## config.mk

```make
export PLATFORM = sky130hd
export DESIGN_NAME = rx_desc_ring_wr
export DESIGN_NICKNAME = d
export VERILOG_FILES = /design/src/rtl/rxr_pkg.sv /design/src/rtl/rxr_ring_idx.sv /design/src/rtl/rxr_seg_track.sv /design/src/rtl/rx_desc_ring_wr.sv
export SDC_FILE = /design/constraint.sdc
export NUM_CORES = 1
export LEC_CHECK = 0
export BUFFER_PORTS_ARGS = -buffer_cell sky130_fd_sc_hd__buf_2
export CAP_MARGIN = 20
export CORE_UTILIZATION = 60
export DETAILED_ROUTE_END_ITERATION = 16
export PLACE_DENSITY = 0.9
export SYNTH_ARGS = -nofsm -noshare
export SYNTH_HDL_FRONTEND = slang
export SYNTH_HIERARCHICAL = 1
export SYNTH_SLANG_ARGS = --single-unit
export TNS_END_PERCENT = 100
```

## constraint.sdc

```tcl
create_clock -name clk_i -period 5.95 [get_ports clk_i]
set_clock_uncertainty 0.1 [all_clocks]
set_input_delay 0.2975 -clock clk_i [delete_from_list [all_inputs] [get_ports clk_i]]
set_output_delay 0.2975 -clock clk_i [all_outputs]
set_load 0.02 [all_outputs]
```

## src/rtl/rxr_pkg.sv

```systemverilog
package rxr_pkg;
  localparam int LEN_W     = 11;
  localparam int OWN_BIT   = 31;
  localparam int FIRST_BIT = 29;
  localparam int LAST_BIT  = 28;
  localparam int BCAST_BIT = 17;
  localparam int MCAST_BIT = 16;
  localparam int EOR_BIT   = 31;

  typedef enum logic [3:0] {
    ST_IDLE, ST_RD_STAT, ST_RD_CTRL, ST_RD_BUF,
    ST_DATA, ST_WR_BYTE, ST_WR_BACK, ST_DROP, ST_HALT
  } rxr_state_e;

  function automatic logic [31:0] build_status(
    input logic [LEN_W-1:0] len,
    input logic bc, input logic mc,
    input logic first, input logic last);
    logic [31:0] w;
    w = '0;
    w[LEN_W-1:0] = len;
    w[BCAST_BIT] = bc;
    w[MCAST_BIT] = mc;
    w[FIRST_BIT] = first;
    w[LAST_BIT]  = last;
    w[OWN_BIT]   = 1'b0;
    return w;
  endfunction
endpackage

```

## src/rtl/rxr_ring_idx.sv

```systemverilog
module rxr_ring_idx #(
  parameter int AW    = 32,
  parameter int IDX_W = 4
) (
  input  logic          clk_i,
  input  logic          rst_ni,
  input  logic [AW-1:0] base_i,
  input  logic          eor_ld_i,
  input  logic          eor_i,
  input  logic          adv_i,
  output logic [AW-1:0] desc_addr_o
);
  localparam int DESC_SHIFT = 4;

  logic [IDX_W-1:0] idx_q;
  logic             eor_q;

  always_ff @(posedge clk_i or negedge rst_ni) begin
    if (!rst_ni) begin
      idx_q <= '0;
      eor_q <= 1'b0;
    end else begin
      if (eor_ld_i) eor_q <= eor_i;
      if (adv_i) idx_q <= eor_q ? '0 : idx_q + 1'b1;
    end
  end

  assign desc_addr_o = base_i + AW'({idx_q, {DESC_SHIFT{1'b0}}});
endmodule

```

## src/rtl/rxr_seg_track.sv

```systemverilog
module rxr_seg_track #(
  parameter int AW = 32
) (
  input  logic                    clk_i,
  input  logic                    rst_ni,
  input  logic                    sz_ld_i,
  input  logic [rxr_pkg::LEN_W-1:0] sz_i,
  input  logic                    buf_ld_i,
  input  logic [AW-1:0]           buf_i,
  input  logic                    inc_i,
  output logic                    buf_bad_o,
  output logic [rxr_pkg::LEN_W-1:0] cnt_o,
  output logic                    last_slot_o,
  output logic [AW-1:0]           wr_addr_o,
  output logic [3:0]              wr_be_o
);
  localparam int LW = rxr_pkg::LEN_W;

  logic [LW-1:0] sz_q, cnt_q;
  logic [AW-1:0] buf_q;
  logic [AW-1:0] byte_addr;

  always_ff @(posedge clk_i or negedge rst_ni) begin
    if (!rst_ni) begin
      sz_q  <= '0;
      cnt_q <= '0;
      buf_q <= '0;
    end else begin
      if (sz_ld_i) sz_q <= sz_i;
      if (buf_ld_i) begin
        buf_q <= buf_i;
        cnt_q <= '0;
      end else if (inc_i) begin
        cnt_q <= cnt_q + 1'b1;
      end
    end
  end

  // valid buffers are halfword aligned but never word aligned
  assign buf_bad_o   = (buf_i[1:0] != 2'b10);
  assign byte_addr   = buf_q + AW'(cnt_q);
  assign wr_addr_o   = {byte_addr[AW-1:2], 2'b00};
  assign wr_be_o     = 4'b0001 << byte_addr[1:0];
  assign cnt_o       = cnt_q;
  assign last_slot_o = ((cnt_q + 1'b1) == sz_q);
endmodule

```

## src/rtl/rx_desc_ring_wr.sv

```systemverilog
module rx_desc_ring_wr #(
  parameter int AW    = 32,
  parameter int IDX_W = 4
) (
  input  logic          clk_i,
  input  logic          rst_ni,
  input  logic          rx_en_i,
  input  logic          rx_dma_en_i,
  input  logic [AW-1:0] ring_base_i,
  input  logic          byte_valid_i,
  input  logic [7:0]    byte_data_i,
  input  logic          byte_last_i,
  input  logic          frame_bcast_i,
  input  logic          frame_mcast_i,
  output logic          byte_ready_o,
  output logic          mem_req_o,
  output logic          mem_we_o,
  output logic [3:0]    mem_be_o,
  output logic [AW-1:0] mem_addr_o,
  output logic [31:0]   mem_wdata_o,
  input  logic [31:0]   mem_rdata_i,
  input  logic          mem_ready_i,
  output logic          ev_rx_ok_o,
  output logic          ev_rx_done_o,
  output logic          ev_no_buf_o,
  output logic          ev_bus_err_o
);
  import rxr_pkg::*;

  localparam logic [AW-1:0] OFS_CTRL = AW'(4);
  localparam logic [AW-1:0] OFS_BUF  = AW'(8);

  rxr_state_e state_q;
  logic       first_q, last_q, bc_q, mc_q;
  logic [7:0] byte_q;

  logic [AW-1:0]    desc_addr, wr_addr;
  logic [3:0]       wr_be;
  logic [LEN_W-1:0] seg_cnt;
  logic             last_slot, buf_bad;
  logic             hs, sz_ld, buf_ld, cnt_inc, adv;

  assign hs      = mem_req_o & mem_ready_i;
  assign sz_ld   = (state_q == ST_RD_CTRL) & hs;
  assign buf_ld  = (state_q == ST_RD_BUF) & hs & ~buf_bad;
  assign cnt_inc = (state_q == ST_WR_BYTE) & hs;
  assign adv     = (state_q == ST_WR_BACK) & hs;

  rxr_ring_idx #(.AW(AW), .IDX_W(IDX_W)) u_ring (
    .clk_i       (clk_i),
    .rst_ni      (rst_ni),
    .base_i      (ring_base_i),
    .eor_ld_i    (sz_ld),
    .eor_i       (mem_rdata_i[EOR_BIT]),
    .adv_i       (adv),
    .desc_addr_o (desc_addr)
  );

  rxr_seg_track #(.AW(AW)) u_seg (
    .clk_i       (clk_i),
    .rst_ni      (rst_ni),
    .sz_ld_i     (sz_ld),
    .sz_i        (mem_rdata_i[LEN_W-1:0]),
    .buf_ld_i    (buf_ld),
    .buf_i       (mem_rdata_i[AW-1:0]),
    .inc_i       (cnt_inc),
    .buf_bad_o   (buf_bad),
    .cnt_o       (seg_cnt),
    .last_slot_o (last_slot),
    .wr_addr_o   (wr_addr),
    .wr_be_o     (wr_be)
  );

  always_comb begin
    mem_req_o    = 1'b0;
    mem_we_o     = 1'b0;
    mem_be_o     = 4'b0000;
    mem_addr_o   = desc_addr;
    mem_wdata_o  = '0;
    byte_ready_o = 1'b0;
    unique case (state_q)
      ST_RD_STAT: mem_req_o = 1'b1;
      ST_RD_CTRL: begin
        mem_req_o  = 1'b1;
        mem_addr_o = desc_addr + OFS_CTRL;
      end
      ST_RD_BUF: begin
        mem_req_o  = 1'b1;
        mem_addr_o = desc_addr + OFS_BUF;
      end
      ST_DATA, ST_DROP: byte_ready_o = 1'b1;
      ST_WR_BYTE: begin
        mem_req_o   = 1'b1;
        mem_we_o    = 1'b1;
        mem_be_o    = wr_be;
        mem_addr_o  = wr_addr;
        mem_wdata_o = {4{byte_q}};
      end
      ST_WR_BACK: begin
        mem_req_o   = 1'b1;
        mem_we_o    = 1'b1;
        mem_be_o    = 4'b1111;
        mem_wdata_o = build_status(seg_cnt, bc_q, mc_q, first_q, last_q);
      end
      default: ;
    endcase
  end

  always_ff @(posedge clk_i or negedge rst_ni) begin
    if (!rst_ni) begin
      state_q      <= ST_IDLE;
      first_q      <= 1'b0;
      last_q       <= 1'b0;
      bc_q         <= 1'b0;
      mc_q         <= 1'b0;
      byte_q       <= '0;
      ev_rx_ok_o   <= 1'b0;
      ev_rx_done_o <= 1'b0;
      ev_no_buf_o  <= 1'b0;
      ev_bus_err_o <= 1'b0;
    end else begin
      ev_rx_ok_o   <= 1'b0;
      ev_rx_done_o <= 1'b0;
      ev_no_buf_o  <= 1'b0;
      ev_bus_err_o <= 1'b0;
      unique case (state_q)
        ST_IDLE: begin
          if (rx_en_i && rx_dma_en_i && byte_valid_i) begin
            if (ring_base_i[3:0] != 4'h0) begin
              ev_bus_err_o <= 1'b1;
              state_q      <= ST_HALT;
            end else begin
              bc_q    <= frame_bcast_i;
              mc_q    <= frame_mcast_i;
              first_q <= 1'b1;
              state_q <= ST_RD_STAT;
            end
          end
        end
        ST_RD_STAT: if (hs) begin
          if (!mem_rdata_i[OWN_BIT]) begin
            ev_no_buf_o <= 1'b1;
            state_q     <= ST_DROP;
          end else begin
            state_q <= ST_RD_CTRL;
          end
        end
        ST_RD_CTRL: if (hs) state_q <= ST_RD_BUF;
        ST_RD_BUF: if (hs) begin
          if (buf_bad) begin
            ev_bus_err_o <= 1'b1;
            state_q      <= ST_HALT;
          end else begin
            state_q <= ST_DATA;
          end
        end
        ST_DATA: if (byte_valid_i) begin
          byte_q  <= byte_data_i;
          last_q  <= byte_last_i;
          state_q <= ST_WR_BYTE;
        end
        ST_WR_BYTE: if (hs) state_q <= (last_q || last_slot) ? ST_WR_BACK : ST_DATA;
        ST_WR_BACK: if (hs) begin
          first_q <= 1'b0;
          if (last_q) begin
            ev_rx_ok_o   <= 1'b1;
            ev_rx_done_o <= 1'b1;
            state_q      <= ST_IDLE;
          end else begin
            state_q <= ST_RD_STAT;
          end
        end
        ST_DROP: if (byte_valid_i && byte_last_i) state_q <= ST_IDLE;
        ST_HALT: ;
        default: state_q <= ST_HALT;
      endcase
    end
  end
endmodule

```

==> Yosys cells after proc, flatten, opt, wreduce, memory -nomap -nowiden <==
Cells that the tools add are included.
{ "classes": {"addsub": 6, "mul": 0, "n_div": 0, "order_cmp": 0, "n_eq_ne": 19, "shifts": 1, "muxes": 38, "bitwise_logic": 9, "reduce_logical": 15} }
{ "ops": {"columns": ["operator", "count"], "rows": [
  ["one-hot mux 32 bit (3 select lines)", 1],
  ["one-hot mux 32 bit (2 select lines)", 1],
  ["two-way mux 4 bit", 11],
  ["one-hot mux 4 bit (9 select lines)", 1],
  ["adder 32 x 11 -> 32 bit", 1],
  ["adder 32 x 3 -> 32 bit, second input constant", 1],
  ["adder 32 x 4 -> 32 bit, second input constant", 1],
  ["adder 32 x 8 -> 32 bit", 1],
  ["two-way mux 11 bit", 2],
  ["inequality test 2 bit, second input constant", 10],
  ["two-way mux 1 bit", 17],
  ["== test 4 x 3 -> 1 bit, second input constant", 4],
  ["adder 11 x 1 -> 11 bit, second input constant", 1],
  ["== test 11 bit", 1],
  ["AND reduction 9 bit", 1],
  ["== test 4 x 2 -> 1 bit, second input constant", 2],
  ["one-hot mux 4 bit (2 select lines)", 1],
  ["AND 1 bit", 6],
  ["OR reduction 5 bit", 1],
  ["adder 4 x 1 -> 4 bit, second input constant", 1],
  ["== test 4 x 1 -> 1 bit, second input constant", 1],
  ["== test 4 bit, second input constant", 1],
  ["zero test 4 bit", 1],
  ["one-hot mux 1 bit (2 select lines)", 2],
  ["other kinds (12)", 18]
]} }
{ "word_totals": {"ff_bits": 78, "latch_bits": 0, "ram_bits": 0, "mem_bits_ro": 0, "word_cells": 102, "mem_count": 0} }

==> Longest topological paths before layout <==
Gate-level depths: netlist (run 1).
{ "depth": {"word_depth": 7, "mapped_depth": 13} }

==> Hierarchy <==
The synthesis (run 1) kept the hierarchy.
{ "modules_own_cells": {"columns": ["module", "instances", "cells_each", "area_each_um2"], "rows": [
  ["rxr_seg_track", 1, 326, 3342.0],
  ["rx_desc_ring_wr", 1, 389, 2778.9],
  ["rxr_ring_idx", 1, 119, 937.1]
]} }

==> Worst setup path before layout (run 1) <==
OpenSTA, ideal clock, no wires.
{ "synth_timing": {"kind": "flip-flop to output port", "start": "register u_ring.idx_q[0]", "end": "output mem_addr_o[27]", "arrival_ps": 3599, "path_slack_ps": 1954, "path_stages_with_launch": 13, "cell_sequence": "dfrtp_1 ha_1 inv_1 fa_1 nand2b_1 a2111oi_2 nand2_1 xnor2_1 nand3_1 or3_1 or4_1 or3_1 a21oi_1"} }
{ "synth_between": {"elab_chain_cells": 3} }
{ "synth_rtl": {"columns": ["element", "line", "rtl"], "rows": [
  ["start, declared", "rxr_ring_idx.sv:15", "logic [IDX_W-1:0] idx_q;"],
  ["start signal, assigned", "rxr_ring_idx.sv:24", "if (adv_i) idx_q <= eor_q ? '0 : idx_q + 1'b1;"],
  ["adder 32 x 8 -> 32 bit (*)", "rxr_ring_idx.sv:28", "assign desc_addr_o = base_i + AW'({idx_q, {DESC_SHIFT{1'b0}}});"],
  ["named net desc_addr[18]", "rx_desc_ring_wr.sv:37", "logic [AW-1:0] desc_addr, wr_addr;"],
  ["adder 32 x 4 -> 32 bit or adder 32 x 3 -> 32 bit (tied branches)", "rx_desc_ring_wr.sv:89, rx_desc_ring_wr.sv:85", null],
  ["one-hot mux 32 bit (3 select lines) (*)", "rx_desc_ring_wr.sv:81", "unique case (state_q)"],
  ["end, declared", "rx_desc_ring_wr.sv:19", "output logic [AW-1:0] mem_addr_o,"]
]} }
Mark *: on every way through the listed nets, which the timed path passes. The rest lies on a longest branch.

==> Final worst setup path (run 1) <==
{ "layout_timing": {"start": "register u_ring.idx_q[0]", "end": "output mem_addr_o[24]"} }
The elaborated chain is that of the path after synthesis.

==> results of run 1 <==
[sequential cells by signal (all words and copies together) (netlist names), 4 cells and up]
register and cells:
byte_q 8, state_q 4, u_ring/idx_q 4, u_seg/buf_q 32, u_seg/cnt_o 11, u_seg/sz_q 11
[final cells by class]
type / instances / share of cell area, %
clock buffers: 9 / 2.80
clock inverters: 7 / 0.700
inverters: 23 / 1.07
multi-input cells: 676 / 58.6
flip-flops and latches: 78 / 24.3
well taps: 143 / 2.22
repair buffers: 162 / 10.4
[logic make-up (layout without fill, tap and decap cells)]
kind of cell,count (synthesis),count (layout),share of synthesized area (%)
fa+ha+maj,21,21,3.94
compound gates,160,160,15.7
other cells,1,2,0.0531
buf+inv,81,201,5.80
simple gates,346,346,26.6
flops,78,78,27.7
xor+xnor,88,88,10.9
mux,59,59,9.31
[report_power, final]
| group | internal [mW] | switching [mW] |
|---|---|---|
| logic | 0.266 | 0.342 |
| registers | 0.607 | 0.121 |
| clock network | 0.286 | 0.231 |
[worst max-delay path: cells and delay by family (launching register included)]
family	cells	cell delay, ps
buf+inv	2	260
fa+ha+maj	2	610
flops	1	440
compound gates	2	620
xor+xnor	2	690
simple gates	5	1490
[layer usage]
metal	wire length, µm	part of all wire [%]	vias up
met4	776	3.7	0
met3	1810	8.6	62
met2	9660	46	380
li1	-	-	3244
met5	0	0	-
met1	8900	42	3285
[placed cells by master, fill, tap and decap left out, types with 5 or more instances in the layout]
| master | count |
|---|---|
| o31ai_1 | 5 |
| nor2_1 | 58 |
| nand4_1 | 28 |
| and2_1 | 14 |
| a21oi_1 | 35 |
| o211ai_1 | 10 |
| nor4_1 | 10 |
| a31oi_1 | 5 |
| nand2b_1 | 11 |
| nand3_1 | 40 |
| or3_1 | 5 |
| xor2_1 | 39 |
| clkbuf_16 | 9 |
| a21o_1 | 21 |
| o21ai_0 | 30 |
| nor3b_1 | 6 |
| ha_1 | 19 |
| and3_1 | 19 |
| nor2b_1 | 7 |
| inv_1 | 23 |
| mux2_2 | 53 |
| and4_1 | 8 |
| xnor2_1 | 49 |
| mux2i_1 | 6 |
| buf_4 | 7 |
| o22ai_1 | 5 |
| nor3_1 | 19 |
| a221o_1 | 6 |
| buf_2 | 154 |
| nand2_1 | 89 |
| dfrtp_1 | 78 |
[stage by stage]
stage	worst slack [ps]	instances
3_3_place_gp	1600	1080
4_1_cts	1180	1096
5_1_grt	845	1098
2_1_floorplan	1950	835
6_report	1100	1098
3_5_place_dp	1550	1080
[worst paths after layout]
| check | start | endpoint | slack [ps] | cells past startpoint |
|---|---|---|---|---|
| min in group clk_i | mem_rdata_i[26] | u_seg/buf_q[26]$_DFFE_PN0P_ | 70 | 3 |
| hold / removal | rst_ni | state_q[3]$_DFFE_PN0P_ | -5 | 1 |
| hold reg to reg | byte_q[7]$_DFFE_PN0P_ | byte_q[7]$_DFFE_PN0P_ | 400 | 1 |
| max in group asynchronous | rst_ni | u_seg/buf_q[20]$_DFFE_PN0P_ | 5100 | 1 |
| setup / recovery | u_ring/idx_q[0]$_DFFE_PN0P_ | mem_addr_o[24] | 1100 | 13 |
| setup reg to reg | state_q[0]$_DFFE_PN0P_ | u_seg/cnt_o[4]$_DFFE_PN0P_ | 2620 | 5 |
==> impl_metrics.env, run 1 <==
export IMPL_grt_setup_unrepaired="false"
export IMPL_finalNetCount=1052
export IMPL_worst_pin_slew_ps=1120
export IMPL_met2_usage_pct=53.5
export IMPL_fmax_mhz=206
export IMPL_dp_hpwl_mm=15.7
export IMPL_violations="negative hold slack"
export IMPL_cts_tree="yes"
export IMPL_maxSlewViolCount=0
export IMPL_design_die_area_um2=12200
export IMPL_grt_use_met1_pct=47.2
export IMPL_post_cts_setup_buffer_count=0
export IMPL_hold_slack_ps=-5.15
export IMPL_fp_dieH_um=110
export IMPL_cts_buffers=9
export IMPL_synth_common_cells="nand2_1, dfrtp_1, nor2_1"
export IMPL_regArea_um2=1950
export IMPL_drive_gt1_share_pct=26.8
export IMPL_yosysTopAreaCell="dfrtp_1"
export IMPL_via_per_inst=6.35
export IMPL_diodes=0
export IMPL_finalSetupTns_ps=0
export IMPL_cts_max_level=3
export IMPL_insertion_delay_ps=350
export IMPL_final_core_util_pct=70.4
export IMPL_ys_seq_area_share_pct=27.7
export IMPL_end_kind="output port"
export IMPL_total_power_mw=1.85
export IMPL_cts_root_buf="clkbuf_16"
export IMPL_slew_headroom_pct=24.5
export IMPL_grt_max_degree=79
export IMPL_cts_sinks=78
export IMPL_track_usage_pct=34.6
export IMPL_synth_top_area_share_pct=27.7
export IMPL_start_kind="flop"
export IMPL_overflow=0
export IMPL_netlist_area_um2=7060
export IMPL_remaining_drc_errors=0
export IMPL_outcome="complete, but fails checks"
export IMPL_ir_worst_vdd_v=0.000215
export IMPL_cp_arrival_ps=4450
export IMPL_hold_violations=1
export IMPL_power_leakage_nw=3.90
export IMPL_rows=39
export IMPL_antenna_found_initial=0
export IMPL_placed_cell_area_um2=7740
export IMPL_synth_most_common_cell="nand2_1"
export IMPL_cp_slowest_stage_delay_ps=680
export IMPL_drtIter0Drc=581
export IMPL_dieWidth_um=110
export IMPL_worst_path_most_repeated_cell="nand3_1"
export IMPL_io_buffers=155
export IMPL_place_congestion=0.999
export IMPL_period_share_pct=81.5
export IMPL_synth_seq_cells=78
export IMPL_synth_cells=834
export IMPL_detailroute_via_count=6971
export IMPL_multi_input_area_um2=4710
export IMPL_ctsHoldBuffers=0
export IMPL_first_global_vias=6514
export IMPL_gr_usage_met3_pct=5.76
export IMPL_syn_area_per_cell_um2=8.46
export IMPL_min_period_ps=4850
export IMPL_path_max_fanout=7
export IMPL_synth_edf_count=0
export IMPL_ys_types=82
export IMPL_post_drt_wl_per_cell_um=19.3
export IMPL_fin_area_um2=8040
export IMPL_crit_required_ps=5550
export IMPL_hp_class="in2async"
export IMPL_clk_pin_slew_ps=70
export IMPL_synth_area_top_cells="dfrtp_1, mux2_2, xnor2_1"
export IMPL_syn2layout_area_growth_pct=14.0
export IMPL_slowest_stage="nor4_1"
export IMPL_post_cts_resize_count=0
export IMPL_setup_violations=0
export IMPL_max_cap_violations=0
export IMPL_critPathKind="reg2out"
export IMPL_firstDrtPassIters=7
export IMPL_powerDensity_nw_per_um2=230
export IMPL_ys_flop_type="dfrtp_1"
export IMPL_antenna_left=0
export IMPL_grt_pass1_wl_mm=33.8
export IMPL_n_fill_cell=884
export IMPL_wl_mm=21.1
export IMPL_path_cells="ha_1 -> inv_1 -> fa_1 -> nand2b_1 -> a2111oi_2 -> nand4_1 -> xnor2_1 -> nand3_1 -> nor4_1 -> nand3_1 -> xor2_1 -> o21ai_0 -> buf_2"
export IMPL_yosys_warnings=6
export IMPL_async_flop_share_pct=100
export IMPL_core_area_um2=11400
export IMPL_initial_core_util_pct=61.8
export IMPL_io_pins=156
export IMPL_busiest_layer="met2"
export IMPL_clock_path_buffers=2
Power figures use the tool's default switching activity.
==> run 2: changes to the inputs <==
--- a/config.mk
+++ b/config.mk
@@ -7,9 +7,9 @@
 export LEC_CHECK = 0
 export BUFFER_PORTS_ARGS = -buffer_cell sky130_fd_sc_hd__buf_2
 export CAP_MARGIN = 20
-export CORE_UTILIZATION = 60
+export CORE_UTILIZATION = 51
 export DETAILED_ROUTE_END_ITERATION = 16
-export PLACE_DENSITY = 0.9
+export PLACE_DENSITY = 0.82
 export SYNTH_ARGS = -nofsm -noshare
 export SYNTH_HDL_FRONTEND = slang
 export SYNTH_HIERARCHICAL = 1
==> constraint.sdc (replaced) <==
create_clock -name clk_i -period 3.9 [get_ports clk_i]
set_clock_uncertainty 0.1 [all_clocks]
set_input_delay 0.195 -clock clk_i [delete_from_list [all_inputs] [get_ports clk_i]]
set_output_delay 0.195 -clock clk_i [all_outputs]
set_load 0.02 [all_outputs]
==> run 2 against run 1 <==
  * The flow finishes with violations (negative hold slack, negative setup slack)
  * Setup slack got worse by 1200 ps
  * Count of clock-buffer cells in the layout increased by 1
  * Die area up 17%
  * Combinational power grew 73%
  * Critical path depth is 1 lower
  * Sequential cell count stayed put
  * Power rose by 57%
  * Global-route usage is 3.2 points lower
  * First-iteration DRC count rose by 26%
  * Routed wire length up 6.4%
  * Final area is 12% higher
  * Via count increased by 4.8%
  * Critical path type unchanged
  * Largest power group unchanged
==> impl_metrics.env, run 2 (same netlist as run 1, synthesis figures left out) <==
export IMPL_hp_class="in2reg"
export IMPL_whs_path_depth=2
export IMPL_layout_common_cells="buf_2, nand2_1, dfrtp_1, buf_4, nor2_1"
export IMPL_power_leakage_nw=4.38
export IMPL_violations="negative hold slack, negative setup slack"
export IMPL_critPathBufInv=2
export IMPL_share_comb_of_total_power_pct=36.1
export IMPL_maxSlewViolCount=0
export IMPL_cts_tree="yes"
export IMPL_worstReg2RegStart="u_seg/cnt_o[0]$_DFFE_PN0P_"
export IMPL_powerDensity_nw_per_um2=323
export IMPL_core_area_um2=13300
export IMPL_p_sw_mw=1.07
export IMPL_hold_slack_ps=-6.38
export IMPL_clk_pin_slew_ps=60
export IMPL_grt_setup_unrepaired="true"
export IMPL_track_usage_pct=31.4
export IMPL_drtIter0Drc=732
export IMPL_fin_area_um2=9020
export IMPL_dp_hpwl_mm=16.5
export IMPL_wl_mm=22.5
export IMPL_switching_share_pct=36.6
export IMPL_top_register="u_seg/buf_q"
export IMPL_start_kind="flop"
export IMPL_placed_cells=1163
export IMPL_cp_top_family="simple AND/OR/NAND/NOR gates"
export IMPL_fmax_mhz=247
export IMPL_drive_gt1_share_pct=32.0
export IMPL_design_die_area_um2=14300
export IMPL_cts_sinks=78
export IMPL_place_congestion=0.981
export IMPL_cts_buffers=9
export IMPL_antenna_found_initial=0
export IMPL_finalSetupTns_ps=-314
export IMPL_first_global_vias=6786
export IMPL_firstDrtPassIters=5
export IMPL_cp_arrival_ps=3750
export IMPL_clock_path_buffers=2
export IMPL_crit_required_ps=3610
export IMPL_rr_worst_depth=12
export IMPL_overflow=0
export IMPL_grt_pass1_wl_mm=35.1
export IMPL_hold_violations=1
export IMPL_pwr_share_clk_pct=26.3
export IMPL_path_max_fanout=9
export IMPL_final_cells=1222
export IMPL_placed_cell_area_um2=8160
export IMPL_cts_root_buf="clkbuf_16"
export IMPL_slowest_stage="dfrtp_1"
export IMPL_worst_path_most_repeated_cell="buf_4"
export IMPL_io_buffers=155
export IMPL_final_core_util_pct=67.6
export IMPL_r2r_end="state_q[1]$_DFFE_PN0P_"
export IMPL_dieWidth_um=120
export IMPL_grt_max_degree=79
export IMPL_antenna_left=0
export IMPL_worstHoldStart="mem_rdata_i[21]"
export IMPL_outcome="complete, but fails checks"
export IMPL_cp_slowest_stage_delay_ps=430
export IMPL_worst_pin_slew_ps=984
export IMPL_finalNetCount=1144
export IMPL_min_to="u_seg/buf_q[21]$_DFFE_PN0P_"
export IMPL_mostFrequentLayoutCell="buf_2"
export IMPL_setup_slack_ps=-148
export IMPL_reg2reg_slack_ps=950
export IMPL_post_drt_wl_per_cell_um=18.4
export IMPL_path_cells="ha_2 -> a21oi_1 -> o22ai_2 -> buf_4 -> nand3_1 -> xnor2_1 -> nand3_2 -> or3_4 -> or4_4 -> or3_1 -> a21oi_2 -> buf_4"
export IMPL_intPower_mw=1.85
export IMPL_power_frac_seq_pct=37.6
export IMPL_initial_core_util_pct=52.9
export IMPL_critPathKind="reg2out"
export IMPL_place_ws_ps=52.7
export IMPL_insertion_delay_ps=350
export IMPL_remaining_drc_errors=0
export IMPL_end_kind="output port"
export IMPL_period_share_pct=104
export IMPL_max_cap_violations=0
export IMPL_cts_max_level=3
export IMPL_rows=42
export IMPL_min_period_ps=4050
export IMPL_slew_headroom_pct=34.4
export IMPL_via_per_inst=5.98
export IMPL_fp_dieH_um=120
export IMPL_io_pins=156
export IMPL_syn2layout_area_growth_pct=27.8
export IMPL_ir_worst_vdd_v=0.000277
export IMPL_diodes=0
export IMPL_detailroute_via_count=7308
export IMPL_setup_violations=5
export IMPL_largest_register_ffs=32
-- run 2: changes by cell type in the layout (fill, tap and decap cells not counted), sizes merged --
| cell | delta |
|---|---|
| dlygate4sd3 | +34 |
| buf | +58 |
| inv | -1 |
| clkinv | -1 |
| clkbuf | +1 |
-- run 2: worst max path at each step --
stage	end	slack (ps)	depth (start not counted)	start
floorplan	mem_addr_o[27]	6	12	u_ring/idx_q[0]$_DFFE_PN0P_
global placement	mem_addr_o[27]	110	13	u_ring/idx_q[0]$_DFFE_PN0P_
detailed placement	mem_addr_o[24]	50	16	u_ring/idx_q[0]$_DFFE_PN0P_
CTS	mem_addr_o[27]	-80	13	u_ring/idx_q[0]$_DFFE_PN0P_
global route	mem_addr_o[27]	-270	13	u_ring/idx_q[0]$_DFFE_PN0P_
finish	mem_addr_o[27]	-150	12	u_ring/idx_q[3]$_DFFE_PN0P_
-- run 2: power by group through the flow --
| stage | logic [mW] | clock network [mW] | registers [mW] |
|---|---|---|---|
| 2_1_floorplan | 0.724 | 0 | 1.01 |
| 3_3_place_gp | 0.946 | 0 | 1.10 |
| 3_5_place_dp | 0.966 | 0 | 1.10 |
| 4_1_cts | 1.02 | 0.778 | 1.09 |
| 5_1_grt | 1.13 | 0.808 | 1.11 |
| 6_report | 1.05 | 0.765 | 1.10 |
-- run 2: layout make-up --
class,instances,area (µm²)
Multi-Input combinational cell,676,4870
Fill cell,1102,4330
Sequential cell,78,1950
Timing Repair Buffer,254,1630
Clock buffer,10,229
Tap cell,176,220
Inverter,23,86.3
Clock inverter,5,36.3
-- run 2: repair_timing --
item                                   CTS  global route
hold buffers                            34             0
pin swaps                                6            11
setup endpoints to repair               18            18
gates resized for setup                 21            20
buffers inserted                         4             6
endpoints found under the hold margin  116             0
-- run 2: per-layer routing --
layer	global-route usage [%]	wire length, µm	vias to the layer above
met5	0	0	-
met4	15.0	917	0
met3	4.56	1910	65
met2	49.0	10400	344
met1	42.8	9310	3474
li1	-	-	3425
-- run 2: through the flow --
step	hold WS [ps]	power [mW]
3_3_place_gp	315	2.04
5_1_grt	14.0	3.06
2_1_floorplan	-201	1.74
6_report	-6.38	2.91
4_1_cts	0.875	2.88
3_5_place_dp	318	2.07
-- run 2: worst reg2reg max path, cell delays in order (launching register included) --
cell	delay, ps
dfrtp_1	370
buf_4	150
ha_1	310
and4_1	320
and2_1	230
nand3_1	120
xnor2_1	180
o2111ai_1	130
nor4_1	500
nor3b_1	110
o22ai_1	160
nand2b_1	70
mux2i_1	120
